File: src/rtl/rect_engine_pkg.sv
package rect_engine_pkg;
  typedef enum logic { OP_FILL = 1'b0, OP_COPY = 1'b1 } rect_op_e;

  typedef enum logic [2:0] {
    ST_IDLE,
    ST_FILLROW,
    ST_READ,
    ST_WRITE,
    ST_DONE
  } walk_state_e;
endpackage

File: src/rtl/rect_setup.sv
// Address arithmetic for a command at acceptance time.
module rect_setup
  import rect_engine_pkg::*;
#(
  parameter int ADDR_W  = 16,
  parameter int COORD_W = 10
) (
  input  logic [2:0]         bypp,
  input  logic [COORD_W-1:0] scr_width,
  input  logic               op,
  input  logic [COORD_W-1:0] sx,
  input  logic [COORD_W-1:0] sy,
  input  logic [COORD_W-1:0] dx,
  input  logic [COORD_W-1:0] dy,
  input  logic [COORD_W-1:0] w,
  input  logic [COORD_W-1:0] h,
  output logic [ADDR_W-1:0]  stride_o,
  output logic [ADDR_W-1:0]  row_bytes_o,
  output logic [ADDR_W-1:0]  src_first_o,
  output logic [ADDR_W-1:0]  dst_first_o,
  output logic               bottom_up_o,
  output logic               rev_bytes_o,
  output logic               empty_o
);
  logic               is_copy;
  logic [ADDR_W-1:0]  bpp_a;
  logic [COORD_W-1:0] sy_row, dy_row;

  assign is_copy     = (op == OP_COPY);
  assign bpp_a       = ADDR_W'(bypp);
  assign stride_o    = bpp_a * ADDR_W'(scr_width);
  assign row_bytes_o = bpp_a * ADDR_W'(w);
  assign bottom_up_o = is_copy && (dy > sy);
  assign rev_bytes_o = is_copy && (dx > sx);
  assign empty_o     = (w == '0) || (h == '0);

  // Bottom-up walks start on the last row of each area.
  assign sy_row = bottom_up_o ? (sy + h - COORD_W'(1)) : sy;
  assign dy_row = bottom_up_o ? (dy + h - COORD_W'(1)) : dy;

  assign src_first_o = bpp_a * ADDR_W'(sx) + stride_o * ADDR_W'(sy_row);
  assign dst_first_o = bpp_a * ADDR_W'(dx) + stride_o * ADDR_W'(dy_row);
endmodule

File: src/rtl/rect_walker.sv
// Sequencer: top-row colour writes, then read/write byte moves row by row.
module rect_walker
  import rect_engine_pkg::*;
#(
  parameter int ADDR_W  = 16,
  parameter int COORD_W = 10
) (
  input  logic               clk,
  input  logic               rst_n,
  input  logic               start,
  input  logic               is_copy,
  input  logic [2:0]         bypp,
  input  logic [31:0]        colour,
  input  logic [ADDR_W-1:0]  stride,
  input  logic [ADDR_W-1:0]  row_bytes,
  input  logic [ADDR_W-1:0]  src_first,
  input  logic [ADDR_W-1:0]  dst_first,
  input  logic               bottom_up,
  input  logic               rev_bytes,
  input  logic               empty,
  input  logic [COORD_W-1:0] rx,
  input  logic [COORD_W-1:0] ry,
  input  logic [COORD_W-1:0] rw,
  input  logic [COORD_W-1:0] rh,
  output logic               ready,
  output logic               mem_req,
  output logic               mem_we,
  output logic [ADDR_W-1:0]  mem_addr,
  output logic [7:0]         mem_wdata,
  input  logic [7:0]         mem_rdata,
  output logic               done_valid,
  output logic [COORD_W-1:0] done_x,
  output logic [COORD_W-1:0] done_y,
  output logic [COORD_W-1:0] done_w,
  output logic [COORD_W-1:0] done_h
);
  walk_state_e        state;
  logic [ADDR_W-1:0]  src_row, dst_row, stride_q, rowb_q, col;
  logic [COORD_W-1:0] rows_left;
  logic [1:0]         phase;
  logic [2:0]         bypp_q;
  logic [31:0]        colour_q;
  logic               fill_q, bottom_q, rev_q;

  logic               col_last, phase_last, row_last;
  logic [ADDR_W-1:0]  off, dst_next, src_next;

  assign col_last   = (col == rowb_q - ADDR_W'(1));
  assign row_last   = (rows_left == COORD_W'(1));
  assign phase_last = ({1'b0, phase} == bypp_q - 3'd1);
  assign off        = rev_q ? (rowb_q - ADDR_W'(1) - col) : col;
  assign dst_next   = bottom_q ? dst_row - stride_q : dst_row + stride_q;
  // A fill keeps reading its top row while the destination moves on.
  assign src_next   = fill_q ? src_row :
                      (bottom_q ? src_row - stride_q : src_row + stride_q);

  always_ff @(posedge clk or negedge rst_n) begin
    if (!rst_n) begin
      state     <= ST_IDLE;
      src_row   <= '0;
      dst_row   <= '0;
      stride_q  <= '0;
      rowb_q    <= '0;
      col       <= '0;
      rows_left <= '0;
      phase     <= '0;
      bypp_q    <= 3'd1;
      colour_q  <= '0;
      fill_q    <= 1'b0;
      bottom_q  <= 1'b0;
      rev_q     <= 1'b0;
      done_x    <= '0;
      done_y    <= '0;
      done_w    <= '0;
      done_h    <= '0;
    end else begin
      unique case (state)
        ST_IDLE: if (start) begin
          src_row   <= src_first;
          dst_row   <= dst_first;
          stride_q  <= stride;
          rowb_q    <= row_bytes;
          col       <= '0;
          rows_left <= rh;
          phase     <= '0;
          bypp_q    <= bypp;
          colour_q  <= colour;
          fill_q    <= !is_copy;
          bottom_q  <= bottom_up;
          rev_q     <= rev_bytes;
          done_x    <= rx;
          done_y    <= ry;
          done_w    <= rw;
          done_h    <= rh;
          if (empty)        state <= ST_DONE;
          else if (is_copy) state <= ST_READ;
          else              state <= ST_FILLROW;
        end
        ST_FILLROW: begin
          phase <= phase_last ? 2'd0 : phase + 2'd1;
          if (col_last) begin
            col <= '0;
            if (row_last) state <= ST_DONE;
            else begin
              rows_left <= rows_left - COORD_W'(1);
              src_row   <= dst_row;
              dst_row   <= dst_row + stride_q;
              state     <= ST_READ;
            end
          end else begin
            col <= col + ADDR_W'(1);
          end
        end
        ST_READ: state <= ST_WRITE;
        ST_WRITE: begin
          if (col_last) begin
            col <= '0;
            if (row_last) state <= ST_DONE;
            else begin
              rows_left <= rows_left - COORD_W'(1);
              dst_row   <= dst_next;
              src_row   <= src_next;
              state     <= ST_READ;
            end
          end else begin
            col   <= col + ADDR_W'(1);
            state <= ST_READ;
          end
        end
        ST_DONE: state <= ST_IDLE;
        default: state <= ST_IDLE;
      endcase
    end
  end

  always_comb begin
    mem_req   = 1'b0;
    mem_we    = 1'b0;
    mem_addr  = '0;
    mem_wdata = '0;
    unique case (state)
      ST_FILLROW: begin
        mem_req   = 1'b1;
        mem_we    = 1'b1;
        mem_addr  = dst_row + col;
        mem_wdata = colour_q[8*phase +: 8];
      end
      ST_READ: begin
        mem_req  = 1'b1;
        mem_addr = src_row + off;
      end
      ST_WRITE: begin
        mem_req   = 1'b1;
        mem_we    = 1'b1;
        mem_addr  = dst_row + off;
        mem_wdata = mem_rdata;
      end
      default: ;
    endcase
  end

  assign ready      = (state == ST_IDLE);
  assign done_valid = (state == ST_DONE);
endmodule

File: src/rtl/rect_engine.sv
module rect_engine
  import rect_engine_pkg::*;
#(
  parameter int ADDR_W  = 16,
  parameter int COORD_W = 10
) (
  input  logic               clk,
  input  logic               rst_n,
  input  logic [2:0]         bypp,
  input  logic [COORD_W-1:0] scr_width,
  input  logic               cmd_valid,
  output logic               cmd_ready,
  input  logic               cmd_op,
  input  logic [COORD_W-1:0] cmd_src_x,
  input  logic [COORD_W-1:0] cmd_src_y,
  input  logic [COORD_W-1:0] cmd_dst_x,
  input  logic [COORD_W-1:0] cmd_dst_y,
  input  logic [COORD_W-1:0] cmd_w,
  input  logic [COORD_W-1:0] cmd_h,
  input  logic [31:0]        cmd_colour,
  output logic               mem_req,
  output logic               mem_we,
  output logic [ADDR_W-1:0]  mem_addr,
  output logic [7:0]         mem_wdata,
  input  logic [7:0]         mem_rdata,
  output logic               done_valid,
  output logic [COORD_W-1:0] done_x,
  output logic [COORD_W-1:0] done_y,
  output logic [COORD_W-1:0] done_w,
  output logic [COORD_W-1:0] done_h
);
  logic [ADDR_W-1:0] stride, row_bytes, src_first, dst_first;
  logic              bottom_up, rev_bytes, empty, accept;

  assign accept = cmd_valid && cmd_ready;

  rect_setup #(.ADDR_W(ADDR_W), .COORD_W(COORD_W)) u_setup (
    .bypp(bypp), .scr_width(scr_width), .op(cmd_op),
    .sx(cmd_src_x), .sy(cmd_src_y), .dx(cmd_dst_x), .dy(cmd_dst_y),
    .w(cmd_w), .h(cmd_h),
    .stride_o(stride), .row_bytes_o(row_bytes),
    .src_first_o(src_first), .dst_first_o(dst_first),
    .bottom_up_o(bottom_up), .rev_bytes_o(rev_bytes), .empty_o(empty)
  );

  rect_walker #(.ADDR_W(ADDR_W), .COORD_W(COORD_W)) u_walker (
    .clk(clk), .rst_n(rst_n), .start(accept),
    .is_copy(cmd_op == OP_COPY), .bypp(bypp), .colour(cmd_colour),
    .stride(stride), .row_bytes(row_bytes),
    .src_first(src_first), .dst_first(dst_first),
    .bottom_up(bottom_up), .rev_bytes(rev_bytes), .empty(empty),
    .rx(cmd_dst_x), .ry(cmd_dst_y), .rw(cmd_w), .rh(cmd_h),
    .ready(cmd_ready),
    .mem_req(mem_req), .mem_we(mem_we), .mem_addr(mem_addr),
    .mem_wdata(mem_wdata), .mem_rdata(mem_rdata),
    .done_valid(done_valid), .done_x(done_x), .done_y(done_y),
    .done_w(done_w), .done_h(done_h)
  );
endmodule

File: config.mk
export PLATFORM = sky130hd
export DESIGN_NAME = rect_engine
export DESIGN_NICKNAME = d
export VERILOG_FILES = /design/src/rtl/rect_engine_pkg.sv /design/src/rtl/rect_setup.sv /design/src/rtl/rect_walker.sv /design/src/rtl/rect_engine.sv
export SDC_FILE = /design/constraint.sdc
export NUM_CORES = 1
export LEC_CHECK = 0
export ABC_AREA = 1
export BUFFER_PORTS_ARGS = -buffer_cell sky130_fd_sc_hd__buf_4
export CAP_MARGIN = 30
export CORE_MARGIN = 2
export CORE_UTILIZATION = 40
export DETAILED_ROUTE_END_ITERATION = 16
export GPL_TIMING_DRIVEN = 0
export PLACE_DENSITY = 0.66
export SYNTH_ARGS = -nofsm -noshare
export SYNTH_HDL_FRONTEND = slang
export SYNTH_SLANG_ARGS = --single-unit
File: constraint.sdc
create_clock -name clk -period 5.5 [get_ports clk]
set_input_delay 0.825 -clock clk [delete_from_list [all_inputs] [get_ports clk]]
set_output_delay 0.825 -clock clk [all_outputs]
set_load 0.03 [all_outputs]
==> impl_metrics.ini <==
[outcome]
status = finished with violations
violations = setup timing

[placement]
dp.final_hpwl_um = 71100
dp_cells = 4427
preCtsSetupSlack_ns = -2.94
place_congestion = 0.981
numPortBuffers = 182

[route]
vias_per_cell = 5.35
avgRoutedWirePerCell_um = 19.9
dr.first_iter.drc_count = 1984
ant_nets = 0
routed_wl_um = 91800
num_vias = 24700
first_pass_iters = 6
drc = 0

[global_routing]
antenna_found_initial = 3
grt_pass1_wl_um = 138000
overflow = 0
grt_use_total = 0.286
grt_pass1_vias = 24100
grt_max_degree = 104

[min_path]
min_path_type = input pin to async pin

[setup_path]
cp_slowest_cell = fa_1
cp-start-kind = input pin
worstPathArrival_ns = 7.39
crit_path_frequent_cell = fa_1
end_kind = flip-flop
slowest_delay_ns = 0.56
critPathTopFamily = adder cells
crit_buf_inv = 11
r2r_cells = 29
r2r_start = u_walker.stride_q[1]
critPathKind = input pin to flip-flop
ff2ff_setup_slack_ns = 1.42
r2r-end = u_walker.src_row[15]
cp_max_fo = 10
worstPathRequired_ns = 5.92

[timing]
setup_ws_ns = -1.47
max-slew-margin-rel = 0.268
rsz0062_at_grt = yes
drv_slew = 0
hold_violations = 0
fin_crit_ns = 6.97
setup_violations = 24
min_period_over_period = 1.27
skew_ns = 0.0104
tns_ns = -22.41
worst_pin_slew_ns = 1.08
fmax_mhz = 143

[floorplan]
dieArea_um2 = 63300
core-area_um2 = 60500
ioPinCount = 185
start_util = 0.406
die_y_um = 252
rows = 90
fp.dieW_um = 252

[cts]
clk_latency_ns = 0.48
cts_buffer_depth = 2
root_buffer = clkbuf_16
cts_tree = built
clk_pin_slew_ns = 0.08
cts_sinks = 167
htree_num_levels = 4
cts_made_buffers = 17

[finish]
fin_cells = 4623
multi_input_area_um2 = 19400
drive_gt1_frac = 0.227
layout.nets = 4414
fillers = 5705
synthToLayoutAreaGrowth_pct = 28.5
seqCellArea_um2 = 4180
utilization = 0.521

[run]
drv_cap = 0

[yosys]
seq_area_frac_synth = 0.170
syn_area_um2 = 24500
async_flop_share = 1.00
yosys_warnings = 0
synth_ff_type = dfrtp_1
synth_cells = 3459
synth-edff-count = 0
netlist-cell-type-count = 66
synth-seq-cells = 167
syn_area_per_cell_um2 = 7.09
synth_nets = 4047
-- stage by stage --
step,hold slack (ns),area [um^2]
2_1_floorplan,0.437,25100
3_3_place_gp,0.454,27500
3_5_place_dp,0.458,27500
4_1_cts,0.303,30300
5_1_grt,0.323,31500
6_report,0.308,31500
-- final cells by class --
type,count,share of cell area
multi-input combinational,2503,0.615
sequential,167,0.133
timing repair buffer,350,0.0905
inverter,690,0.0866
tap,782,0.0310
buffer,95,0.0247
clock buffer,18,0.0136
clock inverter,14,0.00512
timing repair inverter,2,0.000437
antenna,2,0.000159
-- flip-flops by register name, indices dropped and copies added, names as in the netlist, 13 cells and up --
register           flops
u_walker.colour_q     32
u_walker.rowb_q       13
u_walker.src_row      16
u_walker.stride_q     13
u_walker.col          16
u_walker.dst_row      16
-- layer usage --
| layer | part of all wire | GRT usage | vias up |
|---|---|---|---|
| met2 | 0.45 | 0.462 | 976 |
| met3 | 0.078 | 0.0466 | 249 |
| met4 | 0.057 | 0.143 | 0 |
| li1 | - | - | 11600 |
| met5 | 0 | 0 | - |
| met1 | 0.41 | 0.373 | 11900 |
-- cells in the final DEF (no fill, tap or decap), drive strengths merged, types with 8 or more instances in the layout --
| master | count |
|---|---|
| nand2 | 871 |
| inv | 679 |
| buf | 369 |
| nor2 | 269 |
| ha | 258 |
| o21ai | 230 |
| fa | 213 |
| a21oi | 190 |
| dfrtp | 166 |
| nand3 | 116 |
| clkbuf | 94 |
| xor2 | 86 |
| nor3 | 42 |
| xnor2 | 26 |
| o22ai | 26 |
| nand4 | 19 |
| o21bai | 16 |
| clkinv | 16 |
| o211ai | 14 |
| or2 | 14 |
| nand3b | 11 |
| o221ai | 11 |
| a31oi | 10 |
| a21o | 9 |
| clkinvlp | 9 |
| nor4 | 8 |
-- cell usage after synthesis (all sizes together) (4+ instances only) --
| library cell | number | area share |
|---|---|---|
| o22ai | 26 | 0.0066 |
| xor2 | 86 | 0.031 |
| o21bai | 16 | 0.0049 |
| nand3 | 116 | 0.025 |
| nor3 | 42 | 0.0090 |
| xnor2 | 26 | 0.0093 |
| a32oi | 4 | 0.0014 |
| or2 | 14 | 0.0036 |
| a32o | 7 | 0.0029 |
| dfrtp | 166 | 0.17 |
| nand2 | 871 | 0.14 |
| clkbuf | 81 | 0.012 |
| ha | 258 | 0.13 |
| o221ai | 11 | 0.0039 |
| a21o | 9 | 0.0028 |
| nor4 | 8 | 0.0023 |
| inv | 677 | 0.10 |
| a31oi | 10 | 0.0026 |
| o21a | 7 | 0.0022 |
| nor2 | 269 | 0.042 |
| o2111ai | 6 | 0.0021 |
| fa | 213 | 0.17 |
| o211ai | 14 | 0.0043 |
| nand4 | 19 | 0.0048 |
| o32ai | 6 | 0.0021 |
| a21oi | 190 | 0.039 |
| clkinv | 13 | 0.0022 |
| o21ai | 230 | 0.048 |
| buf | 18 | 0.0056 |
| nand3b | 11 | 0.0039 |
| a211oi | 4 | 0.0012 |
| o31ai | 7 | 0.0023 |
| a22o | 4 | 0.0014 |
| and2 | 6 | 0.0015 |
-- worst reg2reg max path: cells and delay by family, from the launching register on --
kind | cells | cell delay, ns
buffers and inverters | 4 | 0.38
DFF | 1 | 0.44
AOI/OAI and AO/OA | 3 | 0.26
xor gates and xnor gates | 1 | 0.19
adders and majority gates | 2 | 0.57
and+or+nand+nor | 19 | 2.14
-- logic make-up after synthesis --
| group | share of synthesized area |
|---|---|
| XOR/XNOR | 0.0403 |
| buffers and inverters | 0.124 |
| AND/OR/NAND/NOR | 0.228 |
| adder cells (fa/ha/maj) | 0.305 |
| flip-flops | 0.170 |
| AO/OA/AOI/OAI | 0.132 |
-- worst max-delay path by stage --
stage	start	to	slack [ns]	depth (start not counted)
after floorplan	bypp[2]	u_walker.src_row[14]	-1.30	33
after global placement	cmd_src_y[8]	u_walker.src_row[15]	-3.17	32
after detailed placement	cmd_src_y[8]	u_walker.dst_row[15]	-2.94	36
after CTS	cmd_h[3]	u_walker.dst_row[15]	-1.40	36
after global routing	bypp[1]	u_walker.dst_row[15]	-1.70	38
final	bypp[2]	u_walker.src_row[15]	-1.47	34
-- what timing repair did --
item,4_1_cts,5_1_grt
hold buffers,0,0
setup buffers,117,49
endpoints found under the setup margin,40,32
gates cloned,5,0
resized for setup,310,219
pin swaps,132,158
Power is left out: the tool's default activity adds up to more than one toggle a clock period on the data nets, which glitch-free logic cannot reach.
